--- src/rtl/clkmgr_pkg.sv ---
package clkmgr_pkg;

    localparam int unsigned DATA_W     = 32;
    localparam int unsigned ADDR_W     = 13;
    localparam int unsigned NUM_PLL    = 5;
    localparam int unsigned NUM_CH     = 16;
    localparam int unsigned ANA_REGS   = 6;
    localparam int unsigned ANA_STRIDE = 8;

    localparam int unsigned KEY_W      = 8;
    localparam int unsigned KEY_LSB    = 24;
    localparam logic [KEY_W-1:0] KEY_VALUE = 8'h5A;

    localparam int unsigned LOCK_LSB   = 8;
    localparam int unsigned ARST_BIT   = 8;
    localparam int unsigned PDN_BIT    = 16;

    // word indices (byte address / 4)
    localparam int unsigned LOCK_WORD  = 'h040;
    localparam int unsigned MGR_WORD   = 'h020;
    localparam int unsigned ANA_WORD   = 'h400;
    localparam int unsigned CHAN_WORD  = 'h480;

    typedef enum logic [2:0] {
        HIT_NONE,
        HIT_LOCK,
        HIT_MGR,
        HIT_ANA,
        HIT_CHAN
    } hit_e;

    // parent PLL of each output channel
    function automatic int unsigned parent_of(int unsigned ch);
        if (ch < 4)       return 0;
        else if (ch < 8)  return 1;
        else if (ch < 12) return 2;
        else if (ch < 15) return 3;
        else              return 4;
    endfunction

endpackage

--- src/rtl/clkmgr_addr_decode.sv ---
module clkmgr_addr_decode
    import clkmgr_pkg::*;
#(
    parameter int unsigned AW         = ADDR_W,
    parameter int unsigned N_PLL      = NUM_PLL,
    parameter int unsigned N_CH       = NUM_CH,
    parameter int unsigned N_ANA      = ANA_REGS,
    parameter int unsigned ANA_STEP   = ANA_STRIDE,
    parameter int unsigned W_LOCK     = LOCK_WORD,
    parameter int unsigned W_MGR      = MGR_WORD,
    parameter int unsigned W_ANA      = ANA_WORD,
    parameter int unsigned W_CHAN     = CHAN_WORD,
    localparam int unsigned PIDX_W    = $clog2(N_PLL),
    localparam int unsigned CIDX_W    = $clog2(N_CH),
    localparam int unsigned SUB_W     = $clog2(ANA_STEP)
) (
    input  logic [AW-1:0]     addr,
    output hit_e              kind,
    output logic [PIDX_W-1:0] pll_idx,
    output logic [SUB_W-1:0]  sub_idx,
    output logic [CIDX_W-1:0] chan_idx
);

    int unsigned word;
    int unsigned off;

    always_comb begin
        word     = 32'(addr[AW-1:2]);
        off      = 0;
        kind     = HIT_NONE;
        pll_idx  = '0;
        sub_idx  = '0;
        chan_idx = '0;
        if (addr[1:0] == 2'b00) begin
            if (word == W_LOCK) begin
                kind = HIT_LOCK;
            end else if (word >= W_MGR && word < W_MGR + N_PLL) begin
                off     = word - W_MGR;
                kind    = HIT_MGR;
                pll_idx = PIDX_W'(off);
            end else if (word >= W_ANA && word < W_ANA + N_PLL * ANA_STEP) begin
                off = word - W_ANA;
                if ((off % ANA_STEP) < N_ANA) begin
                    kind    = HIT_ANA;
                    pll_idx = PIDX_W'(off / ANA_STEP);
                    sub_idx = SUB_W'(off % ANA_STEP);
                end
            end else if (word >= W_CHAN && word < W_CHAN + N_CH) begin
                off      = word - W_CHAN;
                kind     = HIT_CHAN;
                chan_idx = CIDX_W'(off);
            end
        end
    end

endmodule

--- src/rtl/clkmgr_lock_gather.sv ---
module clkmgr_lock_gather #(
    parameter int unsigned N_PLL   = clkmgr_pkg::NUM_PLL,
    parameter int unsigned DW      = clkmgr_pkg::DATA_W,
    parameter int unsigned LSB     = clkmgr_pkg::LOCK_LSB
) (
    input  logic [N_PLL-1:0] arst_bits,
    input  logic [N_PLL-1:0] pdn_bits,
    output logic [DW-1:0]    lock_word
);

    logic [N_PLL-1:0] locked;

    for (genvar p = 0; p < N_PLL; p++) begin : g_lock
        assign locked[p] = !arst_bits[p] && !pdn_bits[p];
    end

    always_comb begin
        lock_word              = '0;
        lock_word[LSB +: N_PLL] = locked;
    end

endmodule

--- src/rtl/clkmgr_strobe_fanout.sv ---
module clkmgr_strobe_fanout
    import clkmgr_pkg::*;
#(
    parameter int unsigned N_PLL   = NUM_PLL,
    parameter int unsigned N_CH    = NUM_CH,
    localparam int unsigned PIDX_W = $clog2(N_PLL),
    localparam int unsigned CIDX_W = $clog2(N_CH)
) (
    input  logic              wr_ok,
    input  hit_e              kind,
    input  logic [PIDX_W-1:0] pll_idx,
    input  logic [CIDX_W-1:0] chan_idx,
    output logic [N_PLL-1:0]  pll_upd_d,
    output logic [N_CH-1:0]   chan_upd_d
);

    for (genvar p = 0; p < N_PLL; p++) begin : g_pll
        assign pll_upd_d[p] = wr_ok && (kind == HIT_MGR || kind == HIT_ANA)
                              && (pll_idx == PIDX_W'(p));
    end

    for (genvar c = 0; c < N_CH; c++) begin : g_chan
        localparam int unsigned PARENT = parent_of(c);
        assign chan_upd_d[c] = wr_ok && (
                   (kind == HIT_CHAN && chan_idx == CIDX_W'(c)) ||
                   (kind == HIT_MGR  && pll_idx  == PIDX_W'(PARENT)));
    end

endmodule

--- src/rtl/clkmgr_regbank.sv ---
module clkmgr_regbank
    import clkmgr_pkg::*;
#(
    parameter int unsigned DW     = DATA_W,
    parameter int unsigned AW     = ADDR_W,
    parameter int unsigned N_PLL  = NUM_PLL,
    parameter int unsigned N_CH   = NUM_CH,
    parameter int unsigned N_ANA  = ANA_REGS
) (
    input  logic             clk,
    input  logic             rst_n,
    input  logic             bus_valid,
    input  logic             bus_write,
    input  logic [AW-1:0]    bus_addr,
    input  logic [DW-1:0]    bus_wdata,
    input  logic [DW/8-1:0]  bus_strb,
    output logic [DW-1:0]    bus_rdata,
    output logic             bus_rvalid,
    output logic [N_PLL-1:0] pll_upd,
    output logic [N_CH-1:0]  chan_upd
);

    localparam int unsigned PIDX_W = $clog2(N_PLL);
    localparam int unsigned CIDX_W = $clog2(N_CH);
    localparam int unsigned SUB_W  = $clog2(ANA_STRIDE);
    localparam int unsigned N_AREG = N_PLL * N_ANA;
    localparam int unsigned AIDX_W = $clog2(N_AREG);

    typedef struct packed {
        logic [N_PLL-1:0][DW-1:0]  mgr;
        logic [N_AREG-1:0][DW-1:0] ana;
        logic [N_CH-1:0][DW-1:0]   chan;
        logic [DW-1:0]             rdata;
        logic                      rvalid;
        logic [N_PLL-1:0]          pll_upd;
        logic [N_CH-1:0]           chan_upd;
    } state_t;

    state_t st_d, st_q;

    hit_e              hit_kind;
    logic [PIDX_W-1:0] hit_pll;
    logic [SUB_W-1:0]  hit_sub;
    logic [CIDX_W-1:0] hit_chan;
    logic [AIDX_W-1:0] ana_idx;
    logic              key_ok;
    logic              wr_ok;
    logic [DW-1:0]     clean_data;
    logic [DW-1:0]     lock_word;
    logic [DW-1:0]     rd_value;
    logic [N_PLL-1:0]  arst_bits;
    logic [N_PLL-1:0]  pdn_bits;
    logic [N_PLL-1:0]  pll_upd_d;
    logic [N_CH-1:0]   chan_upd_d;

    clkmgr_addr_decode #(
        .AW     (AW),
        .N_PLL  (N_PLL),
        .N_CH   (N_CH),
        .N_ANA  (N_ANA)
    ) i_decode (
        .addr     (bus_addr),
        .kind     (hit_kind),
        .pll_idx  (hit_pll),
        .sub_idx  (hit_sub),
        .chan_idx (hit_chan)
    );

    for (genvar p = 0; p < N_PLL; p++) begin : g_lock_src
        assign arst_bits[p] = st_q.mgr[p][ARST_BIT];
        assign pdn_bits[p]  = st_q.ana[p*N_ANA][PDN_BIT];
    end

    clkmgr_lock_gather #(
        .N_PLL (N_PLL),
        .DW    (DW)
    ) i_lock (
        .arst_bits (arst_bits),
        .pdn_bits  (pdn_bits),
        .lock_word (lock_word)
    );

    assign key_ok = (bus_wdata[KEY_LSB +: KEY_W] == KEY_VALUE);
    assign wr_ok  = bus_valid && bus_write && key_ok && (&bus_strb);

    clkmgr_strobe_fanout #(
        .N_PLL (N_PLL),
        .N_CH  (N_CH)
    ) i_fanout (
        .wr_ok      (wr_ok),
        .kind       (hit_kind),
        .pll_idx    (hit_pll),
        .chan_idx   (hit_chan),
        .pll_upd_d  (pll_upd_d),
        .chan_upd_d (chan_upd_d)
    );

    always_comb begin
        clean_data                   = bus_wdata;
        clean_data[KEY_LSB +: KEY_W] = '0;
        ana_idx = AIDX_W'(32'(hit_pll) * N_ANA + 32'(hit_sub));
    end

    always_comb begin
        unique case (hit_kind)
            HIT_LOCK: rd_value = lock_word;
            HIT_MGR:  rd_value = st_q.mgr[hit_pll];
            HIT_ANA:  rd_value = st_q.ana[ana_idx];
            HIT_CHAN: rd_value = st_q.chan[hit_chan];
            default:  rd_value = '0;
        endcase
    end

    always_comb begin
        st_d          = st_q;
        st_d.pll_upd  = pll_upd_d;
        st_d.chan_upd = chan_upd_d;
        st_d.rvalid   = bus_valid && !bus_write;
        if (bus_valid && !bus_write) begin
            st_d.rdata = rd_value;
        end
        if (wr_ok) begin
            unique case (hit_kind)
                HIT_MGR:  st_d.mgr[hit_pll]   = clean_data;
                HIT_ANA:  st_d.ana[ana_idx]   = clean_data;
                HIT_CHAN: st_d.chan[hit_chan] = clean_data;
                default:  ;
            endcase
        end
    end

    always_ff @(posedge clk or negedge rst_n) begin
        if (!rst_n) begin
            st_q <= '0;
        end else begin
            st_q <= st_d;
        end
    end

    assign bus_rdata  = st_q.rdata;
    assign bus_rvalid = st_q.rvalid;
    assign pll_upd    = st_q.pll_upd;
    assign chan_upd   = st_q.chan_upd;

endmodule

--- config.mk ---
export PLATFORM = sky130hd
export DESIGN_NAME = clkmgr_regbank
export DESIGN_NICKNAME = d
export VERILOG_FILES = /design/src/rtl/clkmgr_pkg.sv /design/src/rtl/clkmgr_addr_decode.sv /design/src/rtl/clkmgr_lock_gather.sv /design/src/rtl/clkmgr_strobe_fanout.sv /design/src/rtl/clkmgr_regbank.sv
export SDC_FILE = /design/constraint.sdc
export NUM_CORES = 2
export LEC_CHECK = 0
export BUFFER_PORTS_ARGS = -buffer_cell sky130_fd_sc_hd__buf_2
export CORE_MARGIN = 1.5
export CORE_UTILIZATION = 45
export CTS_CLUSTER_DIAMETER = 150
export DETAILED_ROUTE_END_ITERATION = 10
export PLACE_DENSITY = 0.74
export RECOVER_POWER = 100
export SLEW_MARGIN = 30
export SYNTH_ARGS = -nofsm -noshare
export SYNTH_HDL_FRONTEND = slang
export SYNTH_SLANG_ARGS = --single-unit
--- constraint.sdc ---
create_clock -name clk -period 1.8 [get_ports clk]
set_clock_uncertainty 0.1 [all_clocks]
set_input_delay 0.45 -clock clk [delete_from_list [all_inputs] [get_ports clk]]
set_output_delay 0.45 -clock clk [all_outputs]
set_load 0.01 [all_outputs]
## Word-level counts from Yosys, hierarchy flattened

Cells that the tools add are included.

| word-level totals | value |
|---|---|
| bits in registers | 1686 |
| bits in latches | 0 |
| memory bits (writable) | 0 |
| ROM bits | 0 |
| input port bits | 53 |
| output and inout bits | 54 |
| word-level logic and storage cells | 228 |
| memories | 0 |

| operators by class | value |
|---|---|
| add/sub/neg operators | 4 |
| multipliers | 1 |
| divide/modulo/power cells | 0 |
| magnitude comparators | 13 |
| equality and inequality tests | 25 |
| shift operators | 0 |
| muxes and demuxes | 37 |
| bitwise operators | 0 |
| reduce and logical (&&, ||, !) cells | 93 |

Operators by type and width:

| kind | count |
|---|---|
| bitwise mux 960 bit | 1 |
| bitwise mux 512 bit | 1 |
| 2-to-1 mux 32 bit | 6 |
| binary-select mux 32 bit (select 5 bit) | 1 |
| bitwise mux 160 bit | 1 |
| demux 32 bit (select 5 bit) | 1 |
| binary-select mux 32 bit (select 4 bit) | 1 |
| demux 32 bit (select 4 bit) | 1 |
| case mux 32 bit (4 select lines) | 1 |
| binary-select mux 32 bit (select 3 bit) | 1 |
| demux 32 bit (select 3 bit) | 1 |
| logical AND 1 bit | 58 |
| 2-to-1 mux 3 bit | 15 |
| == test 4 bit, second input constant | 8 |
| greater-or-equal comparator 11 bit, second input constant | 2 |
| less-than comparator 11 bit, second input constant | 2 |
| 2-to-1 mux 4 bit | 5 |
| logical OR 1 bit | 17 |
| == test 4 x 3 -> 1 bit, second input constant | 4 |
| == test 3 x 2 -> 1 bit, second input constant | 4 |
| == test 11 x 7 -> 1 bit, second input constant | 1 |
| greater-or-equal comparator 11 x 6 -> 1 bit, second input constant | 1 |
| zero test 1 bit | 11 |
| less-than comparator 11 x 6 -> 1 bit, second input constant | 1 |
| other kinds (23) | 28 |

## Longest topological paths before layout

| depth | value |
|---|---|
| word-level depth | 14 |
| depth in mapped cells | 17 |
| gate-level depth less buffers | 14 |

## Cells and area by module

A second synthesis with hierarchy kept.

| unflattened totals | value |
|---|---|
| cell total of the unflattened synthesis | 3954 |
| area, all modules | 59136.7 sq um |

By module, submodules not included:

| module | times used | cells an instance | area an instance (sq um) | seq. area each (sq um) |
|---|---|---|---|---|
| clkmgr_regbank | 1 | 3839 | 58377.2 | 31980.7 |
| clkmgr_strobe_fanout | 1 | 41 | 274.0 | 0.0 |
| clkmgr_addr_decode | 1 | 41 | 260.2 | 0.0 |
| clkmgr_lock_gather | 1 | 33 | 225.2 | 0.0 |

## Least setup slack after synthesis

No wires, ideal clock.

| timing | value |
|---|---|
| path kind | input to register |
| from | in bus_addr[4] |
| to | reg st_q, in the netlist bus_rdata[16] |
| setup time | 0.064 ns |
| arrival | 4.598 ns |
| required time | 1.636 ns |
| setup slack | -2.962 ns |
| cell stages on the path | 14 |
| path buffers | 6 |
| cells stage by stage | clkbuf_1 or3b_2 o41a_1 o21ai_4 clkbuf_1 buf_1 fa_1 xor2_1 clkbuf_1 clkbuf_1 clkbuf_1 nand2_1 a31oi_1 a31o_2 |

| between the ends | value |
|---|---|
| cells in the longest elaborated chain, start to end | 12 |
| elaborated cells on any way between the ends | 48 |
| classes of those cells | add/sub (4); mul (1); order compare (7); eq/ne (5); mux (28); reduce/logical (3) |

Ends and longest elaborated chain:

| what | line | RTL |
|---|---|---|
| start: declaration | clkmgr_regbank.sv:14 | `input logic [AW-1:0] bus_addr,` |
| subtractor 6 x 1 -> 6 bit | clkmgr_addr_decode.sv:42 | `off = word - W_ANA;` |
| less-than comparator 3 bit | clkmgr_addr_decode.sv:43 | `if ((off % ANA_STEP) < N_ANA) begin` |
| 2-to-1 mux 3 bit | clkmgr_addr_decode.sv:43 |  |
| 2-to-1 mux 3 bit | clkmgr_addr_decode.sv:41 | `end else if (word >= W_ANA && word < W_ANA + N_PLL * ANA_STEP) begin` |
| 2-to-1 mux 3 bit | clkmgr_addr_decode.sv:37 | `end else if (word >= W_MGR && word < W_MGR + N_PLL) begin` |
| 2-to-1 mux 3 bit | clkmgr_addr_decode.sv:35 | `if (word == W_LOCK) begin` |
| 2-to-1 mux 3 bit | clkmgr_addr_decode.sv:34 | `if (addr[1:0] == 2'b00) begin` |
| multiplier 3 x 2 -> 4 bit | clkmgr_regbank.sv:101 | `ana_idx = AIDX_W'(32'(hit_pll) * N_ANA + 32'(hit_sub));` |
| adder 5 x 3 -> 5 bit | clkmgr_regbank.sv:101 |  |
| binary-select mux 32 bit (select 5 bit) | clkmgr_regbank.sv:108 | `HIT_ANA: rd_value = st_q.ana[ana_idx];` |
| 2-to-1 mux 32 bit (implied by the code) | clkmgr_regbank.sv:108 |  |
| case mux 32 bit (4 select lines) * | clkmgr_regbank.sv:105 | `unique case (hit_kind)` |
| end signal: assignment | clkmgr_regbank.sv:136 | `st_q <= st_d;` |
| end: declaration | clkmgr_regbank.sv:39 | `state_t st_d, st_q;` |

Mark *: on every way between the ends. The rest lies on a longest branch, timed or not. The select of a mux whose other input is x is not followed.
A chain may end at the register's enable or synchronous reset.

## Worst setup path in the final report

| timing | value |
|---|---|
| from | in bus_addr[5] |
| to | reg st_q[618] (netlist bit) |

| between the ends | value |
|---|---|
| cells in the longest elaborated chain, start to end | 13 |
| elaborated cells on any way between the ends | 35 |
| classes of those cells | add/sub (2); mul (1); order compare (8); eq/ne (2); mux (17); reduce/logical (5) |

Ends and longest elaborated chain:

| what | line | RTL |
|---|---|---|
| greater-or-equal comparator 11 bit (tied with other cells) | clkmgr_addr_decode.sv:41 |  |
| logical AND 1 bit / 2-to-1 mux 3 bit (equally long branches) | clkmgr_addr_decode.sv:41, clkmgr_addr_decode.sv:43 |  |
| 2-to-1 mux 3 bit | clkmgr_addr_decode.sv:41 |  |
| 2-to-1 mux 3 bit | clkmgr_addr_decode.sv:37 |  |
| 2-to-1 mux 3 bit | clkmgr_addr_decode.sv:35 |  |
| 2-to-1 mux 3 bit | clkmgr_addr_decode.sv:34 |  |
| multiplier 3 x 2 -> 4 bit | clkmgr_regbank.sv:101 |  |
| adder 5 x 3 -> 5 bit | clkmgr_regbank.sv:101 |  |
| less-than comparator 5 x 6 -> 1 bit (implied by the code) / greater-or-equal comparator 5 x 1 -> 1 bit (equally long branches) | clkmgr_regbank.sv:125 | `HIT_ANA: st_d.ana[ana_idx] = clean_data;` |
| logical AND 1 bit (implied by the code) | clkmgr_regbank.sv:125 |  |
| 2-to-1 mux 32 bit (implied by the code) | clkmgr_regbank.sv:125 |  |
| demux 32 bit (select 5 bit) | clkmgr_regbank.sv:125 |  |
| bitwise mux 960 bit | clkmgr_regbank.sv:125 |  |

Parallel ways exist; a longest one is shown, timed or not.

==> impl_metrics.toml <==
[finish]
n_fill_cell = 9925
nNetsFinal = 4621
final_cell_count_no_fill = 6315
utilization_pct = 55.1
multi_input_area_um2 = 25500
syn2layout_area_growth_pct = 21.2
layout-drive-gt1-share_pct = 51.5
ff_latch_area_um2 = 31800
fin_area_um2 = 70400

[clock_network]
cts_root_buf = "clkbuf_16"
cts_sinks = 1270
cts_buffers = 133
h-tree-depth = 4
cts_tree = "built"
clockBufferDepth = 3
clk_pin_slew_worst_paths_ns = 0.06
clock_latency_ns = 0.78

[pwr]
power_mw = 58.3
vdd_drop_max_mv = 1.02
leakage_nw = 34.3
powerDensity_nw_per_um2 = 827

[synthesis]
yosysTopAreaCellShare_pct = 54.7
synth_ff_type = "dfrtp_1"
syn_avg_cell_area_um2 = 13.9
synth_area_leaders = "dfrtp_1 (55%), mux2_2 (24%), mux4_2 (6.3%), clkbuf_1 (1.7%), buf_4 (1.4%)"
ys_async_sr_fraction_pct = 100
ys_types = 80
synth_largest_area_cell = "dfrtp_1"
ys_ff_latch = 1270
ys_seq_area_share_pct = 54.7
netlist_area_um2 = 58100
syn_inst = 4189
yosys_warnings = 0
synth_edf_count = 0

[critical_path]
crit_fanout = 6
r2r_cells = 7
crit_arrival_ns = 4.34
worstPathRequired_ns = 2.34
reg2reg_to = "bus_rdata[10]$_DFFE_PN0P_"
worstSetupStartpointType = "input pin"
critical_path_class = "in -> reg"
endpoint_kind = "register"
reg2reg_from = "st_q[160]$_DFFE_PN0P_"
r2r_setup_slack_ns = -0.66

[global_routing]
grt_antenna_before_repair = 5
use_met2_pct = 41.9
grt_pass1_vias = 40600
met3_usage_pct = 5.63
grt_max_degree = 110
grt_pass1_wl_um = 257000
use_met1_pct = 33.9
grt.overflow.total = 0
busiest_layer = "met2"
grtUsageTotal_pct = 25.9

[floorplan]
die_w_um = 362
num_rows = 131
io_pins = 107
start_util_pct = 45.4
dieArea_um2 = 131000
coreArea_um2 = 128000
chipHeight_um = 362

[route]
initialDrtViolationCount = 3486
detail-route-antenna-nets = 0
wl_per_cell_um = 27.1
vias = 38700
drc_errors = 0
viasPerCell = 6.14
firstDrtPassIters = 6
wl_um = 171000

[timing]
rsz0062_at_grt = "yes"
worst_pin_slew_ns = 0.909
slew-limit-headroom_pct = 39.4
fin_ws_ns = -2.00
final_hold_viol_count = 0
drv_slew = 0
max_freq_mhz = 263
period_needed_ns = 3.80
finalSetupViolCount = 1599
final.period_utilization_pct = 211

[placement]
place.gp.congestion = 0.931
dp_cells = 6027
placed_cell_area_um2 = 64800
pre_cts_ws_ns = -3.04
dpl.hpwl_um = 110000
port_buffers = 98

[min_path]
min_from = "bus_wdata[12]"
hold_end = "st_q[834]$_DFFE_PN0P_"
min_path_cells = 3
worstHoldPathType = "in -> reg"

[outcome]
violations = "setup timing"
status = "finished with violations"

[run]
cap_violations = 0
-- state kept, by name, indices dropped and copies added, names as in the netlist --
register / flops
arst_bits: 5
pll_upd: 5
pdn_bits: 5
st_q: 1214
chan_upd: 16
bus_rdata: 24
bus_rvalid: 1
-- power breakdown --
part           total [mW]  leakage [nW]  internal [mW]  switching (mW)
clock network        27.8          2.16           16.4            11.5
registers            28.6          17.8           28.6        0.000920
logic                1.87          14.4          0.446            1.43
-- synth_stat cells (6+ instances only) --
| library cell | count |
|---|---|
| clkbuf_1 | 256 |
| mux4_2 | 163 |
| nand3_1 | 39 |
| nor2_2 | 11 |
| nand2b_1 | 12 |
| a21oi_1 | 83 |
| buf_1 | 9 |
| nand4_1 | 24 |
| buf_2 | 57 |
| nand2_1 | 147 |
| mux2_1 | 16 |
| o21ai_0 | 134 |
| o221ai_1 | 28 |
| a31o_2 | 10 |
| inv_1 | 8 |
| nor3_1 | 30 |
| nor2_1 | 140 |
| dfrtp_1 | 1270 |
| and3_1 | 11 |
| o311ai_0 | 11 |
| mux2i_1 | 51 |
| a221o_1 | 6 |
| a2bb2oi_1 | 17 |
| or3_1 | 9 |
| a221oi_1 | 23 |
| nor3b_1 | 6 |
| a211oi_1 | 12 |
| ha_1 | 9 |
| o22ai_1 | 113 |
| mux2_2 | 1238 |
| nor4_1 | 11 |
| buf_4 | 111 |
| o211ai_1 | 23 |
| a31oi_1 | 6 |
-- layer usage --
metal	routed length, um	vias to the layer above
met5	23	-
met4	6790	4
met3	13500	399
met2	81700	1623
met1	68900	20600
li1	-	16100
-- worst max-delay path by stage --
| stage | start | cells after the start | to |
|---|---|---|---|
| global placement | bus_addr[5] | 17 | bus_rdata[11]$_DFFE_PN0P_ |
| CTS | bus_addr[10] | 19 | st_q[616]$_DFFE_PN0P_ |
| finish | bus_addr[5] | 18 | st_q[618]$_DFFE_PN0P_ |
| floorplan | bus_addr[5] | 13 | st_q[612]$_DFFE_PN0P_ |
| global route | bus_addr[5] | 18 | st_q[618]$_DFFE_PN0P_ |
| detailed placement | bus_addr[5] | 16 | bus_rdata[10]$_DFFE_PN0P_ |
-- metrics by stage --
stage	TNS (ns)	hold WS, ns
final	-1883.03	0.178
after detailed placement	-2825.68	0.221
after CTS	-1635.76	0.0188
after floorplan	-2378.61	0.0544
after global routing	-1992.17	0.186
after global placement	-2837.03	0.221
-- layout make-up --
| cell class | count | share of cell area, % |
|---|---|---|
| antenna | 1 | 0.00355 |
| clock buffer | 186 | 5.41 |
| clock inverter | 44 | 0.817 |
| inverter | 8 | 0.0426 |
| multi-input combinational | 2484 | 36.2 |
| sequential | 1270 | 45.1 |
| tap | 1662 | 2.95 |
| timing repair buffer | 660 | 9.42 |
-- kinds of logic (layout without fill, tap and decap cells) --
kind of cell               after synthesis  after routing  share of synthesized area [%]
adders and majority gates               11             11                          0.263
xor gates and xnor gates                 5              5                          0.101
muxes                                 1468           1468                           31.5
and+or+nand+nor                        480            480                           3.97
AOI/OAI and AO/OA                      512            512                           5.74
other                                    1              9                        0.00645
DFF                                   1270           1270                           54.7
buffers and inverters                  442            898                           3.71
-- critical path, cell delays in order --
cell     delay, ns
buf_6         0.09
or3b_4        0.40
or4_4         0.55
a21oi_4       0.22
ha_4          0.17
inv_2         0.04
fa_2          0.63
nor2_4        0.08
xnor2_4       0.16
buf_12        0.16
xor2_4        0.22
buf_6         0.16
buf_12        0.10
nand2_4       0.05
nor3_4        0.21
buf_6         0.17
buf_12        0.14
mux2_2        0.33
-- cell usage in the layout, fill, tap and decap left out, types with 24 or more instances in the layout --
master     Yosys  layout
nand2_1      147     136
nor3_1        30      26
o221ai_1      28      28
clkbuf_1     256      27
o21ai_0      134     119
mux2_4         0     184
nand4_1       24      24
mux2i_1       51      51
buf_12         0     118
nand3_1       39      33
buf_6          1      35
buf_2         57      83
buf_4        111     391
dfrtp_1     1270    1270
a21oi_1       83      82
nor2_1       140     128
clkbuf_16      0     142
mux2_2      1238    1062
clkbuf_8       0      24
o22ai_1      113     110
mux4_2       163     163
-- repair_timing --
item	CTS	global route
endpoints found under the hold margin	908	0
gates resized for setup	110	78
setup buffers	43	7
pin swaps	29	20
hold buffers	1	0
endpoints found under the setup margin	1315	1315
gates cloned	6	7
(Power assumes the default switching activity.)
